`src/rtl/trap_arb_pkg.sv`:
```
package trap_arb_pkg;

  localparam int NUM_LINES = 17;
  localparam int TYPE_W    = 9;
  localparam int RANK_W    = 11;
  localparam int KEY_W     = RANK_W + TYPE_W;
  localparam int INT_W     = 4;
  localparam int WIN_W     = 5;
  localparam int SWN_W     = 7;

  typedef enum logic [1:0] {HM_NONE = 2'd0, HM_PRIV = 2'd1, HM_HYPER = 2'd2} hmode_e;
  typedef enum logic [1:0] {ME_PRIV = 2'd0, ME_SUPHYP = 2'd1, ME_HYP = 2'd2} mentry_e;
  typedef enum logic [1:0] {LV_USER = 2'd0, LV_PRIV = 2'd1, LV_HYPER = 2'd2, LV_RSVD = 2'd3} level_e;
  typedef enum logic [1:0] {IX_NONE = 2'd0, IX_INT = 2'd1, IX_WIN = 2'd2, IX_SWT = 2'd3} ixsrc_e;

  typedef struct packed {
    logic [TYPE_W-1:0] base;
    logic [RANK_W-1:0] rank;
    ixsrc_e            ix;
    mentry_e           m_user;
    mentry_e           m_priv;
    mentry_e           m_hyp;
  } line_desc_t;

  function automatic line_desc_t mk(input int b, input int r, input ixsrc_e ix,
                                    input mentry_e u, input mentry_e p, input mentry_e h);
    line_desc_t d;
    d.base   = TYPE_W'(b);
    d.rank   = RANK_W'(r);
    d.ix     = ix;
    d.m_user = u;
    d.m_priv = p;
    d.m_hyp  = h;
    return d;
  endfunction

  // Fixed descriptor of each request line; bit position is the line number.
  function automatic line_desc_t line_desc(input int i);
    case (i)
      0:  return mk('h001,    0, IX_NONE, ME_HYP,  ME_HYP,    ME_HYP);
      1:  return mk('h002,  120, IX_NONE, ME_HYP,  ME_HYP,    ME_HYP);
      2:  return mk('h005,    1, IX_NONE, ME_HYP,  ME_HYP,    ME_HYP);
      3:  return mk('h010,  620, IX_NONE, ME_HYP,  ME_HYP,    ME_HYP);
      4:  return mk('h011,  700, IX_NONE, ME_PRIV, ME_SUPHYP, ME_SUPHYP);
      5:  return mk('h020,  800, IX_NONE, ME_PRIV, ME_PRIV,   ME_HYP);
      6:  return mk('h021, 1110, IX_NONE, ME_PRIV, ME_PRIV,   ME_HYP);
      7:  return mk('h022, 1110, IX_NONE, ME_PRIV, ME_PRIV,   ME_HYP);
      8:  return mk('h028, 1500, IX_NONE, ME_PRIV, ME_PRIV,   ME_HYP);
      9:  return mk('h034, 1020, IX_NONE, ME_HYP,  ME_HYP,    ME_HYP);
      10: return mk('h037, 1110, IX_NONE, ME_HYP,  ME_HYP,    ME_SUPHYP);
      11: return mk('h040, 1600, IX_INT,  ME_PRIV, ME_PRIV,   ME_SUPHYP);
      12: return mk('h080,  900, IX_WIN,  ME_PRIV, ME_PRIV,   ME_HYP);
      13: return mk('h0A0,  900, IX_WIN,  ME_PRIV, ME_PRIV,   ME_HYP);
      14: return mk('h0C0,  900, IX_WIN,  ME_PRIV, ME_PRIV,   ME_HYP);
      15: return mk('h0E0,  900, IX_WIN,  ME_PRIV, ME_PRIV,   ME_HYP);
      16: return mk('h100, 1602, IX_SWT,  ME_PRIV, ME_PRIV,   ME_HYP);
      default: return mk(0, (1 << RANK_W) - 1, IX_NONE, ME_HYP, ME_HYP, ME_HYP);
    endcase
  endfunction

  // Type code = base plus the index that belongs to the line's class.
  function automatic logic [TYPE_W-1:0] form_code(input logic [TYPE_W-1:0] base,
                                                  input ixsrc_e ix,
                                                  input logic [INT_W-1:0] lvl,
                                                  input logic [WIN_W-1:0] win,
                                                  input logic [SWN_W-1:0] num);
    case (ix)
      IX_INT:  return base + TYPE_W'(lvl);
      IX_WIN:  return base + TYPE_W'(win);
      IX_SWT:  return base + TYPE_W'(num);
      default: return base;
    endcase
  endfunction

  // Ordering key: rank in the upper bits, code below; smaller key wins.
  function automatic logic [KEY_W-1:0] rank_key(input logic [RANK_W-1:0] r,
                                                input logic [TYPE_W-1:0] c);
    return {r, c};
  endfunction

  function automatic mentry_e pick_column(input line_desc_t d, input level_e lv);
    case (lv)
      LV_USER: return d.m_user;
      LV_PRIV: return d.m_priv;
      default: return d.m_hyp;
    endcase
  endfunction

  function automatic hmode_e resolve_mode(input mentry_e e, input level_e lv);
    case (e)
      ME_PRIV:   return HM_PRIV;
      ME_HYP:    return HM_HYPER;
      ME_SUPHYP: return (lv == LV_HYPER || lv == LV_RSVD) ? HM_HYPER : HM_PRIV;
      default:   return HM_NONE;
    endcase
  endfunction

endpackage

```
`src/rtl/trap_code_gen.sv`:
```
module trap_code_gen
  import trap_arb_pkg::*;
#(
  parameter int N = NUM_LINES
) (
  input  logic [INT_W-1:0]           int_lvl,
  input  logic [WIN_W-1:0]           win_idx,
  input  logic [SWN_W-1:0]           sw_num,
  output logic [N-1:0][TYPE_W-1:0]   codes,
  output logic [N-1:0][KEY_W-1:0]    keys
);
  for (genvar i = 0; i < N; i++) begin : g_line
    localparam line_desc_t D = line_desc(i);
    assign codes[i] = form_code(D.base, D.ix, int_lvl, win_idx, sw_num);
    assign keys[i]  = rank_key(D.rank, codes[i]);
  end
endmodule

```
`src/rtl/trap_rank_tree.sv`:
```
module trap_rank_tree
  import trap_arb_pkg::*;
#(
  parameter int N = NUM_LINES,
  parameter int KW = KEY_W,
  localparam int IDX_W  = (N > 1) ? $clog2(N) : 1,
  localparam int LEAVES = 1 << IDX_W,
  localparam int NODES  = 2 * LEAVES - 1
) (
  input  logic [N-1:0]          req,
  input  logic [N-1:0][KW-1:0]  keys,
  output logic                  win_valid,
  output logic [IDX_W-1:0]      win_line
);
  logic [NODES-1:0] nv;
  logic [KW-1:0]    nk [NODES];
  logic [IDX_W-1:0] ni [NODES];

  always_comb begin
    for (int l = 0; l < LEAVES; l++) begin
      if (l < N) begin
        nv[LEAVES-1+l] = req[l];
        nk[LEAVES-1+l] = keys[l];
      end else begin
        nv[LEAVES-1+l] = 1'b0;
        nk[LEAVES-1+l] = '1;
      end
      ni[LEAVES-1+l] = IDX_W'(l);
    end
    for (int j = LEAVES - 2; j >= 0; j--) begin
      if (nv[2*j+1] && (!nv[2*j+2] || nk[2*j+1] <= nk[2*j+2])) begin
        nv[j] = 1'b1;
        nk[j] = nk[2*j+1];
        ni[j] = ni[2*j+1];
      end else begin
        nv[j] = nv[2*j+2];
        nk[j] = nk[2*j+2];
        ni[j] = ni[2*j+2];
      end
    end
  end

  assign win_valid = nv[0];
  assign win_line  = ni[0];
endmodule

```
`src/rtl/trap_mode_sel.sv`:
```
module trap_mode_sel
  import trap_arb_pkg::*;
#(
  parameter int N = NUM_LINES,
  localparam int IDX_W = (N > 1) ? $clog2(N) : 1
) (
  input  logic [IDX_W-1:0] line,
  input  level_e           level,
  output hmode_e           hmode
);
  hmode_e per_line [N];

  for (genvar i = 0; i < N; i++) begin : g_mode
    localparam line_desc_t D = line_desc(i);
    assign per_line[i] = resolve_mode(pick_column(D, level), level);
  end

  always_comb begin
    hmode = HM_NONE;
    for (int i = 0; i < N; i++)
      if (line == IDX_W'(i)) hmode = per_line[i];
  end
endmodule

```
`src/rtl/trap_arbiter.sv`:
```
module trap_arbiter
  import trap_arb_pkg::*;
#(
  parameter int N       = NUM_LINES,
  parameter bit OUT_REG = 1'b1,
  localparam int IDX_W  = (N > 1) ? $clog2(N) : 1
) (
  input  logic              clk,
  input  logic              rst_n,
  input  logic [N-1:0]      req_vec,
  input  logic [1:0]        exec_level,
  input  logic [INT_W-1:0]  int_lvl,
  input  logic [WIN_W-1:0]  win_idx,
  input  logic [SWN_W-1:0]  sw_num,
  output logic              trap_valid,
  output logic [TYPE_W-1:0] trap_type,
  output logic [1:0]        trap_hmode
);
  logic [N-1:0][TYPE_W-1:0] codes;
  logic [N-1:0][KEY_W-1:0]  keys;
  logic                     c_valid;
  logic [IDX_W-1:0]         c_line;
  hmode_e                   c_mode_raw;
  logic [TYPE_W-1:0]        c_type;
  logic [1:0]               c_mode;
  level_e                   lvl;

  assign lvl = level_e'(exec_level);

  trap_code_gen #(.N(N)) u_codes (
    .int_lvl (int_lvl),
    .win_idx (win_idx),
    .sw_num  (sw_num),
    .codes   (codes),
    .keys    (keys)
  );

  trap_rank_tree #(.N(N), .KW(KEY_W)) u_tree (
    .req       (req_vec),
    .keys      (keys),
    .win_valid (c_valid),
    .win_line  (c_line)
  );

  trap_mode_sel #(.N(N)) u_mode (
    .line  (c_line),
    .level (lvl),
    .hmode (c_mode_raw)
  );

  always_comb begin
    c_type = '0;
    for (int i = 0; i < N; i++)
      if (c_line == IDX_W'(i)) c_type = codes[i];
    if (!c_valid) c_type = '0;
  end
  assign c_mode = c_valid ? c_mode_raw : HM_NONE;

  if (OUT_REG) begin : g_reg
    logic primed;
    always_ff @(posedge clk or negedge rst_n) begin
      if (!rst_n) begin
        trap_valid <= 1'b0;
        trap_type  <= '0;
        trap_hmode <= '0;
        primed     <= 1'b0;
      end else begin
        trap_valid <= c_valid;
        trap_type  <= c_type;
        trap_hmode <= c_mode;
        primed     <= 1'b1;
      end
    end

    p_stage_delay_r8: assert property (@(posedge clk) disable iff (!rst_n)
      primed |-> (trap_valid == $past(c_valid) && trap_type == $past(c_type)));
  end else begin : g_comb
    assign trap_valid = c_valid;
    assign trap_type  = c_type;
    assign trap_hmode = c_mode;
  end

  // Checker-side view: is some other pending line strictly better than the pick?
  logic beaten;
  always_comb begin
    beaten = 1'b0;
    for (int i = 0; i < N; i++)
      if (req_vec[i] && c_line != IDX_W'(i) && keys[i] < keys[c_line]) beaten = 1'b1;
  end

  p_idle_zero_r1: assert property (@(posedge clk) disable iff (!rst_n)
    !trap_valid |-> (trap_type == '0 && trap_hmode == 2'd0));

  p_valid_any_r1: assert property (@(posedge clk) disable iff (!rst_n)
    c_valid == (|req_vec));

  p_pick_pending_r2: assert property (@(posedge clk) disable iff (!rst_n)
    c_valid |-> req_vec[c_line]);

  p_no_better_r3: assert property (@(posedge clk) disable iff (!rst_n)
    c_valid |-> !beaten);

  p_mode_legal_r6: assert property (@(posedge clk) disable iff (!rst_n)
    trap_valid |-> (trap_hmode == 2'd1 || trap_hmode == 2'd2));

  p_user_no_suphyp_r7: assert property (@(posedge clk) disable iff (!rst_n)
    (c_valid && lvl == LV_USER && c_line == IDX_W'(4)) |-> c_mode == 2'd1);
endmodule

```
`config.mk`:
```
export PLATFORM = sky130hd
export DESIGN_NAME = trap_arbiter
export DESIGN_NICKNAME = d
export VERILOG_FILES = /design/src/rtl/trap_arb_pkg.sv /design/src/rtl/trap_code_gen.sv /design/src/rtl/trap_rank_tree.sv /design/src/rtl/trap_mode_sel.sv /design/src/rtl/trap_arbiter.sv
export SDC_FILE = /design/constraint.sdc
export NUM_CORES = 1
export LEC_CHECK = 0
export ABC_AREA = 1
export BUFFER_PORTS_ARGS = -buffer_cell sky130_fd_sc_hd__buf_2
export CAP_MARGIN = 0
export CORE_ASPECT_RATIO = 0.9
export CORE_UTILIZATION = 35
export CTS_CLUSTER_SIZE = 40
export DETAILED_ROUTE_END_ITERATION = 16
export RECOVER_POWER = 100
export SLEW_MARGIN = 20
export SYNTH_ARGS = -nofsm -noshare
export SYNTH_HDL_FRONTEND = slang
export SYNTH_HIERARCHICAL = 1
export SYNTH_SLANG_ARGS = --single-unit
```
`constraint.sdc`:
```
create_clock -name clk -period 1.03 [get_ports clk]
set_clock_uncertainty 0.1 [all_clocks]
set_input_delay 0.1545 -clock clk [delete_from_list [all_inputs] [get_ports clk]]
set_output_delay 0.1545 -clock clk [all_outputs]
set_load 0.03 [all_outputs]
```
==> results of run 1 <==
## worst max path at each step
| stage | startpoint | endpoint | slack, ns | cells past startpoint |
|---|---|---|---|---|
| floorplan | req_vec[4] | trap_type[6] | -6.09 | 68 |
| global placement | req_vec[4] | trap_type[6] | -7.32 | 61 |
| detailed placement | req_vec[4] | trap_type[2] | -7.41 | 60 |
| CTS | req_vec[6] | trap_type[5] | -6.80 | 67 |
| global route | req_vec[9] | trap_type[4] | -7.61 | 68 |
| finish | req_vec[12] | trap_type[7] | -7.14 | 69 |
## per-layer routing
layer | vias to the layer above | GRT usage | share of wire
met5 | - | 0 | 0
met4 | 0 | 0.04836 | 0.027
met3 | 89 | 0.01072 | 0.037
met2 | 337 | 0.3187 | 0.47
met1 | 9047 | 0.2575 | 0.47
li1 | 10981 | - | -
## power groups by stage
stage               clock network [mW]  registers (mW)  logic (mW)
CTS                              0.801           0.962        49.4
detailed placement                   0           0.954        42.7
floorplan                            0            1.41        28.7
global route                     0.821            1.00        62.4
global placement                     0           0.960        42.4
finish                           0.790           0.984        56.7
## flip-flops by register name, summed over array words and instances (netlist names)
register	cells
trap_type	9
trap_hmode	2
trap_valid	1
## stage by stage
step                power (mW)    util
global route             64.26  0.4728
floorplan                30.14       -
detailed placement       43.64  0.4108
global placement         43.34  0.4108
CTS                      51.20  0.4443
finish                   58.47  0.4728
## kinds of logic after synthesis
logic type,synth area share
simple gates,0.4214
fa+ha+maj,0.1956
other cells,0.0003668
buf+inv,0.3034
compound gates,0.06466
flops,0.01467
## what timing repair did
item,in CTS,in global routing
setup endpoints to repair,15,21
cloned,12,6
setup buffers,31,23
pin swaps,85,83
hold buffers,1,0
endpoints found under the hold margin,12,0
resized for setup,272,276
## worst max-delay path: cells and delay by family
family,cells,cell delay (ns)
adders and majority gates,4,1.01
buffers and inverters,17,1.97
AOI/OAI and AO/OA,6,0.84
and+or+nand+nor,42,4.19
## cells in the mapped netlist, drive strengths merged (18+ instances only)
cell / number / share of area
nand4: 39 / 0.012
o21ai: 59 / 0.015
nand3: 425 / 0.13
buf: 561 / 0.21
inv: 472 / 0.087
a21oi: 148 / 0.037
nand3b: 61 / 0.022
nor2: 178 / 0.038
clkbuf: 18 / 0.0037
ha: 320 / 0.20
nand2: 925 / 0.18
or2: 20 / 0.0061
and2: 100 / 0.031
## area by class of cell
type	count	area, sq um	share of cell area
Timing Repair Buffer	681	5929	0.2184
Inverter	472	1807	0.06653
Clock buffer	4	88.84	0.003271
Sequential cell	12	300.3	0.01106
Timing Repair inverter	2	25.02	0.0009215
Tap cell	765	957.2	0.03525
Multi-Input combinational cell	2750	18050	0.6646
==> reports/results.ini, run 1 <==
[worst_hold_path]
min_path_type=in -> reg
min-delay-start=sw_num[4]
holdPathEnd=trap_type[4]
holdPathStages=3

[setup_path]
critPathLaunchType=input pin
setup.worst_path.end_class=flop
cp.arrival_ns=8.19
crit_path_max_fanout=9
critPathSlowestCell=ha_4
critPathKind=in -> reg
required_ns=1.05
cpPeakStageDelay_ns=0.28

[status]
status=finished with violations
violations=negative setup slack

[route]
drc_errors=0
wire_per_inst_um=12.60
avgViaCountPerCell=4.365
via_count=20454
drt_wl_total_um=59030
antenna_left=0
dr.pass1.iters=5
drt_iter0_drc=1018

[finish]
drive_above_1_share=0.3290
n_antenna_cell=0
final_cell_mix=745 x nand2_1, 556 x buf_4, 457 x inv_1
fin_area_sq_um=27150
layout_commonest_cell=nand2_1
fin_cells=4686
n_fill_cell=5673
layout.nets=4279
area_growth_pct=32.63

[timing]
rsz0062_at_grt=yes
fin_crit_sh=7.931
setup_ws_ns=-7.139
tns_ns=-82.44
setup_violations=12
slew_headroom=0.4491
holdWs_ns=0.1479
worstMarginPinSlew_ns=0.8243
final-hold-violation-count=0
fin_crit_ns=8.169
slew_violations=0
max_freq_mhz=122.4

[yosys]
yosysWarnings=6
yosysSeqAreaShare=0.01467
syn_area_sq_um=20470
synth_seq_cells=12
ys.flop_type=dfrtp_1
ys_async_sr_fraction=1.000
synth-edff-count=0
postSynthAreaPerCell_sq_um=6.057
ys_types=42
synthCells=3380

[power]
p_switching_mw=31.46
static-leakage-power_nw=15.13
p_per_area_nw_per_um2=2153
combPwrFrac=0.970
p_int_mw=27.02
switching_share=0.5380
seqPwrFrac=0.017
peakVddDrop_mv=2.017
clock_power_share=0.014

[global_routing]
overflow=0
grt_usage=0.1880
grt_antenna_before_repair=0
grt_pass1_wl_um=91800
grt_pass1_vias=18632
grt_max_degree=24

[clock_network]
cts.sinks=12
htreeDepth=1
clk_path_buf_depth=2
cts_root_buffer=clkbuf_16
path_clk_slew_ns=0.05
numCtsBuffers=3
tritoncts=done

[run]
maxCapViolCount=0

[placement]
preCtsSetupSlack_ns=-7.406
port_buffers=47
place_area_sq_um=23590
gp_congestion=0.9405
placedCellCount=4611
dpl.hpwl_um=46920

[floorplanning]
io_pins=49
die_y_um=231.4
dieWidth_um=256.9
design.core.area_sq_um=57430
rows=83
start_util=0.3565
dieArea_sq_um=59470

Power figures use the tool's default switching activity.
==> run 2, diff against run 1 <==
--- a/config.mk
+++ b/config.mk
@@ -8,11 +8,14 @@
 export ABC_AREA = 1
 export BUFFER_PORTS_ARGS = -buffer_cell sky130_fd_sc_hd__buf_2
 export CAP_MARGIN = 0
+export CELL_PAD_IN_SITES_DETAIL_PLACEMENT = 0
+export CELL_PAD_IN_SITES_GLOBAL_PLACEMENT = 1
 export CORE_ASPECT_RATIO = 0.9
 export CORE_UTILIZATION = 35
-export CTS_CLUSTER_SIZE = 40
+export CTS_CLUSTER_SIZE = 8
 export DETAILED_ROUTE_END_ITERATION = 16
-export RECOVER_POWER = 100
+export PLACE_DENSITY_LB_ADDON = 0.1
+export RECOVER_POWER = 50
 export SLEW_MARGIN = 20
 export SYNTH_ARGS = -nofsm -noshare
 export SYNTH_HDL_FRONTEND = slang
==> run 2 against run 1 <==
The flow still finishes with violations (negative setup slack). First-iteration DRC count down 16%. Sequential power is 1% higher. Non-clock buffer count up 63. Largest cell class unchanged.
==> reports/results.ini, run 2 (synthesis results as in run 1) <==
[clock_network]
numCtsBuffers=3
clk_path_buf_depth=2
cts_root_buffer=clkbuf_16
path_clk_slew_ns=0.04
tritoncts=done
cts.sinks=12
htreeDepth=1

[power]
peakVddDrop_mv=1.866
p_per_area_nw_per_um2=2150
static-leakage-power_nw=15.37

[global_routing]
use_met1=0.2945
grt_max_degree=24
grt_pass1_wl_um=105100
met3_usage=0.01181
grt_usage=0.2201
busiest_layer=met2
overflow=0
grt_pass1_vias=20433
grt_antenna_before_repair=0
met2_usage=0.3835

[floorplanning]
io_pins=49
start_util=0.3565
dieArea_sq_um=59470
design.core.area_sq_um=57430
die_y_um=231.4
rows=83
dieWidth_um=256.9

[setup_path]
cpPeakStageDelay_ns=0.31
required_ns=1.05
critPathKind=in -> reg
cp.arrival_ns=8.18
setup.worst_path.end_class=flop
cp_common_cell=nand2_4
critPathSlowestCell=nor4_4
critPathLaunchType=input pin
crit_path_max_fanout=8

[timing]
slew_headroom=0.2829
slew_violations=0
setup_ws_ns=-7.134
holdWs_ns=0.1448
fin_crit_ns=8.164
worstMarginPinSlew_ns=1.073
rsz0062_at_grt=yes
setup_violations=12
fin_crit_sh=7.927
final-hold-violation-count=0
max_freq_mhz=122.5

[placement]
place_area_sq_um=23840
gp_congestion=0.9038
dpl.hpwl_um=55620
preCtsSetupSlack_ns=-7.749
port_buffers=47

[route]
avgViaCountPerCell=4.358
wire_per_inst_um=13.96
antenna_left=0
drt_iter0_drc=860
drt_wl_total_um=66270
dr.pass1.iters=5
via_count=20691
drc_errors=0

[finish]
drive_above_1_share=0.3337
largest_reg_flops=9
fin_util=0.4775
seq_area_sq_um=300.3
area_growth_pct=33.95
n_fill_cell=6014
n_antenna_cell=0
multi_input_comb_area_sq_um=18040
largestRegisters=trap_type (9), trap_hmode (2), trap_valid (1)
final_cell_mix=749 x nand2_1, 633 x buf_4, 459 x inv_1
layout_commonest_cell=nand2_1
top_register=trap_type
fin_area_sq_um=27430
layout.nets=4341

[status]
status=finished with violations
violations=negative setup slack

[worst_hold_path]
min_path_type=in -> reg
holdPathStages=3
min-delay-start=sw_num[4]
holdPathEnd=trap_type[4]

[run]
maxCapViolCount=0

run 2: cell count changes in the layout (fill, tap and decap cells not counted), moves of 4 or more:
| cell | change |
|---|---|
| buf_6 | +5 |
| buf_12 | -9 |
| a21oi_1 | +8 |
| ha_4 | -11 |
| nand2_2 | -8 |
| a21oi_2 | -9 |
| nand3_2 | -20 |
| buf_4 | +77 |
| buf_8 | -6 |
| ha_1 | +10 |
| nand2_1 | +4 |
| nand3_4 | +17 |
run 2: report_power, final:
| group | switching [mW] | internal, mW | leakage, nW |
|---|---|---|---|
| clock network | 0.210 | 0.587 | 0.0442 |
| logic | 31.5 | 25.6 | 15.2 |
| registers | 0.107 | 0.887 | 0.144 |
| total | 31.9 | 27.1 | 15.4 |
run 2: layout make-up:
type,instances,area share
Timing Repair Buffer,744,0.2263
Sequential cell,12,0.01095
Tap cell,765,0.03490
Clock buffer,4,0.003239
Multi-Input combinational cell,2749,0.6579
Timing Repair inverter,2,0.0006387
Inverter,472,0.06606
run 2: critical path, delay by kind of cell:
family                   cells  cell delay [ns]
buffers and inverters       10             1.43
AO/OA/AOI/OAI                5             0.65
adder cells (fa/ha/maj)      4             1.11
AND/OR/NAND/NOR             41             4.77
run 2: through the flow:
| step | TNS (ns) | total power, mW | cells |
|---|---|---|---|
| after global placement | -90.09 | 43.81 | 4649 |
| after global routing | -88.11 | 64.74 | 4748 |
| after detailed placement | -89.92 | 44.49 | 4649 |
| after floorplan | -69.90 | 30.14 | 3809 |
| after CTS | -81.35 | 54.72 | 4721 |
| final | -82.75 | 58.96 | 4748 |
run 2: per-layer routing:
metal | up-vias | routed length [um]
met5 | - | 0
met4 | 0 | 1751
met3 | 80 | 1684
met2 | 262 | 30960
met1 | 9259 | 31870
li1 | 11090 | -
run 2: worst max-delay path by stage:
stage | startpoint | end | slack, ns
2_1_floorplan | req_vec[4] | trap_type[6] | -6.09
3_3_place_gp | req_vec[12] | trap_type[2] | -7.74
3_5_place_dp | req_vec[4] | trap_type[7] | -7.75
4_1_cts | req_vec[9] | trap_type[7] | -7.01
5_1_grt | req_vec[9] | trap_type[7] | -7.59
6_report | req_vec[4] | trap_type[7] | -7.13
run 2: timing repair:
item,in CTS,in global routing
setup buffers,53,28
hold buffers,1,0
gates cloned,15,1
setup endpoints to repair,19,21
pin swaps,127,85
gates resized for setup,382,154
hold endpoints to repair,12,0
